## src/rtl/tgt_term_pkg.sv

```systemverilog
`timescale 1ns/1ps
package tgt_term_pkg;

    typedef enum logic [1:0] {
        ST_IDLE   = 2'd0,
        ST_IGNORE = 2'd1,
        ST_DATA   = 2'd2,
        ST_TERM   = 2'd3
    } tgt_state_e;

    typedef struct packed {
        tgt_state_e state;
        logic       claim_n;
        logic       trdy_n;
        logic       halt_n;
        logic       burst;
    } tgt_regs_t;

    // phase encoding {trdy_n, halt_n}; busy > last word > plain burst beat
    function automatic logic [1:0] phase_code(input logic busy, input logic last_word);
        if (busy)
            return 2'b10;
        else if (last_word)
            return 2'b00;
        else
            return 2'b01;
    endfunction

endpackage

```

## src/rtl/tgt_win.sv

```systemverilog
`timescale 1ns/1ps
module tgt_win #(
    parameter int            AW       = 8,
    parameter logic [AW-1:0] WIN_BASE = 'h20,
    parameter logic [AW-1:0] WIN_LAST = 'h27
) (
    input  logic [AW-1:0] addr,
    output logic          in_win,
    output logic          at_last
);
    always_comb begin
        in_win  = (addr >= WIN_BASE) && (addr <= WIN_LAST);
        at_last = (addr == WIN_LAST);
    end
endmodule

```

## src/rtl/tgt_addr_ctr.sv

```systemverilog
`timescale 1ns/1ps
module tgt_addr_ctr #(
    parameter int AW = 8
) (
    input  logic          clk,
    input  logic          rst_n,
    input  logic          load,
    input  logic          inc,
    input  logic [AW-1:0] load_val,
    output logic [AW-1:0] addr_q
);
    logic [AW-1:0] addr_d;

    always_comb begin
        addr_d = addr_q;
        if (load)
            addr_d = load_val;
        else if (inc)
            addr_d = addr_q + AW'(1);
    end

    always_ff @(posedge clk) begin
        if (!rst_n)
            addr_q <= '0;
        else
            addr_q <= addr_d;
    end

    // each moved word advances the address by one
    p_step_r3: assert property (@(posedge clk) disable iff (!rst_n)
        (inc && !load) |=> (addr_q == $past(addr_q) + AW'(1)));

endmodule

```

## src/rtl/tgt_term_ctl.sv

```systemverilog
`timescale 1ns/1ps
module tgt_term_ctl
    import tgt_term_pkg::*;
#(
    parameter int            AW       = 8,
    parameter logic [AW-1:0] WIN_BASE = 'h20,
    parameter logic [AW-1:0] WIN_LAST = 'h27
) (
    input  logic          clk,
    input  logic          rst_n,
    input  logic          start_n,
    input  logic          init_rdy_n,
    input  logic [AW-1:0] bus_addr,
    input  logic          burst_en,
    input  logic          local_busy,
    output logic          claim_n,
    output logic          tgt_rdy_n,
    output logic          halt_n,
    output logic          data_move,
    output logic [AW-1:0] data_addr
);
    localparam tgt_regs_t RESET_REGS = '{state: ST_IDLE, claim_n: 1'b1,
                                         trdy_n: 1'b1, halt_n: 1'b1, burst: 1'b0};

    tgt_regs_t     r_q, r_d;
    logic          bus_hit, bus_last;
    logic          nxt_in, nxt_last;
    logic [AW-1:0] addr_q, nxt_addr;
    logic          ctr_load, ctr_inc;
    logic          phase_done;

    assign nxt_addr = addr_q + AW'(1);

    tgt_win #(.AW(AW), .WIN_BASE(WIN_BASE), .WIN_LAST(WIN_LAST)) i_win_bus (
        .addr(bus_addr), .in_win(bus_hit), .at_last(bus_last));

    tgt_win #(.AW(AW), .WIN_BASE(WIN_BASE), .WIN_LAST(WIN_LAST)) i_win_nxt (
        .addr(nxt_addr), .in_win(nxt_in), .at_last(nxt_last));

    tgt_addr_ctr #(.AW(AW)) i_ctr (
        .clk(clk), .rst_n(rst_n), .load(ctr_load), .inc(ctr_inc),
        .load_val(bus_addr), .addr_q(addr_q));

    always_comb begin
        phase_done = ((r_q.state == ST_DATA) || (r_q.state == ST_TERM)) &&
                     !init_rdy_n && (!r_q.trdy_n || !r_q.halt_n);
        data_move  = phase_done && !r_q.trdy_n;
        data_addr  = addr_q;
    end

    always_comb begin
        r_d      = r_q;
        ctr_load = 1'b0;
        ctr_inc  = data_move;
        unique case (r_q.state)
            ST_IDLE: begin
                if (!start_n) begin
                    if (bus_hit) begin
                        r_d.state   = ST_DATA;
                        r_d.claim_n = 1'b0;
                        r_d.burst   = burst_en;
                        ctr_load    = 1'b1;
                        {r_d.trdy_n, r_d.halt_n} =
                            phase_code(local_busy, !burst_en || bus_last);
                    end else begin
                        r_d.state = ST_IGNORE;
                    end
                end
            end
            ST_IGNORE: begin
                if (start_n && init_rdy_n)
                    r_d.state = ST_IDLE;
            end
            ST_DATA: begin
                if (phase_done) begin
                    if (start_n) begin
                        r_d = RESET_REGS;
                    end else if (!r_q.halt_n) begin
                        r_d.state  = ST_TERM;
                        r_d.trdy_n = 1'b1;
                        r_d.halt_n = 1'b0;
                    end else begin
                        {r_d.trdy_n, r_d.halt_n} =
                            phase_code(local_busy, !r_q.burst || nxt_last || !nxt_in);
                    end
                end
            end
            ST_TERM: begin
                if (phase_done && start_n)
                    r_d = RESET_REGS;
            end
            default: r_d = RESET_REGS;
        endcase
    end

    always_ff @(posedge clk) begin
        if (!rst_n)
            r_q <= RESET_REGS;
        else
            r_q <= r_d;
    end

    assign claim_n   = r_q.claim_n;
    assign tgt_rdy_n = r_q.trdy_n;
    assign halt_n    = r_q.halt_n;

    p_claim_r1: assert property (@(posedge clk) disable iff (!rst_n)
        (r_q.state == ST_IDLE && !start_n && bus_hit) |=> !claim_n);

    p_no_claim_r1: assert property (@(posedge clk) disable iff (!rst_n)
        (r_q.state == ST_IDLE && !start_n && !bus_hit) |=> claim_n);

    p_single_pair_r2: assert property (@(posedge clk) disable iff (!rst_n)
        (!claim_n && !r_q.burst && !tgt_rdy_n) |-> !halt_n);

    p_last_word_r4: assert property (@(posedge clk) disable iff (!rst_n)
        (data_move && data_addr == WIN_LAST) |-> !halt_n);

    p_retry_r5: assert property (@(posedge clk) disable iff (!rst_n)
        (r_q.state == ST_IDLE && !start_n && bus_hit && local_busy) |=> (tgt_rdy_n && !halt_n));

    p_busy_mid_r6: assert property (@(posedge clk) disable iff (!rst_n)
        (data_move && halt_n && !start_n && local_busy) |=> (tgt_rdy_n && !halt_n));

    p_stop_hold_r7: assert property (@(posedge clk) disable iff (!rst_n)
        (!claim_n && !halt_n && !start_n) |=> !halt_n);

    p_wait_hold_r7: assert property (@(posedge clk) disable iff (!rst_n)
        (!claim_n && init_rdy_n) |=> ($stable(tgt_rdy_n) && $stable(halt_n)));

    p_release_r8: assert property (@(posedge clk) disable iff (!rst_n)
        (phase_done && start_n) |=> (claim_n && tgt_rdy_n && halt_n));

    p_quiet_r9: assert property (@(posedge clk) disable iff (!rst_n)
        claim_n |-> (tgt_rdy_n && halt_n && !data_move));

endmodule

```

## config.mk

```make
export PLATFORM = sky130hd
export DESIGN_NAME = tgt_term_ctl
export DESIGN_NICKNAME = d
export VERILOG_FILES = /design/src/rtl/tgt_term_pkg.sv /design/src/rtl/tgt_win.sv /design/src/rtl/tgt_addr_ctr.sv /design/src/rtl/tgt_term_ctl.sv
export SDC_FILE = /design/constraint.sdc
export NUM_CORES = 1
export LEC_CHECK = 0
export ABC_CLOCK_PERIOD_IN_PS = 2200
export BUFFER_PORTS_ARGS = -buffer_cell sky130_fd_sc_hd__buf_2
export CAP_MARGIN = 20
export CORE_UTILIZATION = 49
export CTS_CLUSTER_DIAMETER = 100
export DETAILED_ROUTE_END_ITERATION = 12
export PLACE_DENSITY = 0.77
export SLEW_MARGIN = 20
export SYNTH_ARGS = -nofsm -noshare
export SYNTH_HDL_FRONTEND = slang
export SYNTH_SLANG_ARGS = --single-unit
```

## constraint.sdc

```tcl
create_clock -name clk -period 2.2 [get_ports clk]
set_clock_uncertainty 0.1 [all_clocks]
set_input_delay 0.22 -clock clk [delete_from_list [all_inputs] [get_ports clk]]
set_output_delay 0.22 -clock clk [all_outputs]
set_load 0.05 [all_outputs]
```

==> impl_metrics.tcl <==
set metrics [dict create \
    dr_wl_met3_um 99 \
    worst_path_largest_cell_delay_ps 560 \
    cell_internal_pwr_w 0.000377 \
    number_of_antenna_violations_at_the_first_check_in_global_routing 0 \
    htree_num_levels 1 \
    critical_path.max_fanout 13 \
    place.port_buffers 25 \
    grt_use_total_pct 21.3 \
    critical_path_arrival_ps 1710 \
    final_cells 147 \
    dp_worst_setup_slack_ps 187 \
    synth_top_cell_by_area "dfxtp_1" \
    hold_path.startpoint "bus_addr[1]" \
    timing.final.hold_violations 0 \
    synth_top_cells_by_area "dfxtp_1 32%, xor2_1 7.0%, nand2_1 6.5%" \
    finalWorstSetupSlack_ps 171 \
    placement_rows 14 \
    final-setup-viol-count 0 \
    timing.slew.headroom_pct 62.0 \
    fp.dieArea_sq_um 1950 \
    drv_slew 0 \
    power_leakage_nw 0.471 \
    power.share.clock_pct 38.4 \
    clock_tree_from_tritoncts "yes" \
    routed_wire_length_per_instance_um 13.2 \
    hold_class "input port to flop" \
    wirelength_um 1950 \
    synth-main-ff-cell "dfxtp_1" \
    power_w 0.000502 \
    post_cts_hold_buffer_count 0 \
    crit_path_cell_trace "nor3b_4 > buf_2" \
    num_io_pins 26 \
    fin_worst_hold_slack_ps 88.3 \
    multi_input_area_sq_um 557 \
    net-switching-power_w 0.000124 \
    met2_wirelength_um 980 \
    grt-ovfl-total 0 \
    synth_cells 108 \
    cts-buffers-inserted 3 \
    grt_first_pass_wirelength_um 3110 \
    cts_clk_pin_slew_worst_paths_ps 90 \
    timing.setup.critical_path_class "flop to output pin" \
    ant_nets 0 \
    drt-met1-wl_um 838 \
    top_layer "met4" \
    final_min_period_over_clock_period_pct 92.2 \
    grt_pass1_vias 707 \
    syn-cell-area_sq_um 872 \
    drt-initial-drc-count 31 \
    first_pass_iters 7 \
    netlist-cell-type-count 36 \
    start_kind "flop" \
    critPathSlowestCell "dfxtp_1" \
    end_kind "output pin" \
    comb_power_share_pct 9.3 \
    floorplan.initialDensity_pct 55.3 \
    timing.critical_path.from "r_q[5]" \
    final_net_count 148 \
    floorplan.die.height_um 44.2 \
    cts_resized 0 \
    post_cts.repair.setup_buffers 0 \
    signed_area_change_from_the_synthesized_netlist_to_the_final_layout_pct 18.1 \
    critPathRequiredTime_ps 1880 \
    ctsLongestPathBuffers 2 \
    worstMarginPinSlew_ps 565 \
    synth_enable_flop_cells 0 \
    irDropWorstVdd_mv 0.247 \
    asyncSetResetFlopFracSynth_pct 0 \
    setup_repair_after_global_routing_missed_its_margin "no" \
    insertion_delay_ps 280 \
    power.density_cell_area_nw_per_um2 487 \
    chipWidth_um 44.2 \
    seqCellArea_sq_um 280 \
    clock-root-buffer "clkbuf_4" \
    leading_post_synthesis_cells_by_instance_count "15 x nand2_1, 14 x dfxtp_1, 9 x nor2_1" \
    layout-drive-gt1-share_pct 26.0 \
    dp_hpwl_um 1430 \
    synthDominantCellAreaShare_pct 32.1 \
    p_sw_share_pct 24.8 \
    r2r_start "r_q[5]" \
    fillCellCount 147 \
    yosysWarningCount 0 \
    detail_route.vias_per_cell 5.94 \
    clkSinkCount 14 \
    synth_fp_nets 124 \
    max-cap-violations 0 \
    run_status "finished clean" \
    avgSynthCellArea_sq_um 8.07 \
    peak_clock_frequency_supported_by_timing_mhz 493 \
    layout_min_cycle_time_ps 2030 \
    routed-via-count 873 \
    drc 0 \
    pwr-share-seq_pct 52.3 \
    core_area_sq_um 1580 \
    yosys_register_bits 14 \
    grt_start_max_net_pins 14 \
    yosysSeqAreaShare_pct 32.1 \
    yosys.cell_count.top_type "nand2_1" \
    gp_congestion 0.807 \
    tns_ps 0 \
    insertedDiodeCount 0 \
    dp.cells 143 \
]
registers in the layout, summed over array words and instances (netlist names):
signal        cells
halt_n            1
tgt_rdy_n         1
claim_n           1
i_ctr.addr_q      8
r_q               3
final timing paths:
| kind | endpoint | depth (start not counted) | slack, ps |
|---|---|---|---|
| worst max-delay path | data_move | 2 | 170 |
| worst min-delay path | i_ctr.addr_q[1] | 3 | 90 |
| worst max register to register | i_ctr.addr_q[2] | 5 | 450 |
| worst min register to register | claim_n | 2 | 420 |
cells by family (layout without fill, tap and decap cells):
family	Yosys count	in the layout	share of synthesized area, %
muxes	2	2	2.87
buffers and inverters	9	32	4.73
xor gates and xnor gates	8	8	8.03
and+or+nand+nor	46	46	27.8
AOI/OAI and AO/OA	27	27	21.5
adders and majority gates	2	2	2.87
DFF	14	14	32.1
layer usage:
metal	track usage (%)	up-vias
li1	-	439
met1	26.7	397
met2	35.9	33
met3	2.45	4
met4	10.9	0
met5	0	-
placed cells by master, fill, tap and decap left out, types with 3 or more instances in the layout:
cell / synthesis / final
a21boi_0: 3 / 3
clkbuf_4: 0 / 3
a31oi_1: 3 / 3
xor2_1: 7 / 7
buf_2: 0 / 25
o21ai_0: 7 / 7
nor2_1: 9 / 9
nand4_1: 4 / 4
dfxtp_1: 14 / 14
inv_1: 3 / 3
nand3_1: 5 / 5
nand2_1: 15 / 15
layout make-up:
cell class / count / share of cell area, %
multi-input cells: 85 / 54.1
flip-flops and latches: 14 / 27.2
repair buffers: 25 / 12.2
clock buffers: 4 / 3.52
well taps: 16 / 1.94
inverters: 3 / 1.09
per-stage QoR:
stage | util (%) | area, sq um
after floorplan | - | 878
after global placement | 63.0 | 993
after detailed placement | 63.0 | 993
after CTS | 65.3 | 1030
after global routing | 65.3 | 1030
final | 65.3 | 1030
worst max-delay path: cells and delay by family (launching register included):
kind,cells,cell delay [ps]
buffers and inverters,1,350
flip-flops,1,560
AND/OR/NAND/NOR,1,510
power by group through the flow:
stage	logic, W	registers [W]	clock network (W)
after floorplan	0.0000243	0.000269	0
after global placement	0.0000456	0.000268	0
after detailed placement	0.0000465	0.000268	0
after CTS	0.0000467	0.000262	0.000196
after global routing	0.0000508	0.000263	0.000209
final	0.0000467	0.000262	0.000193
Power figures use the tool's default switching activity.
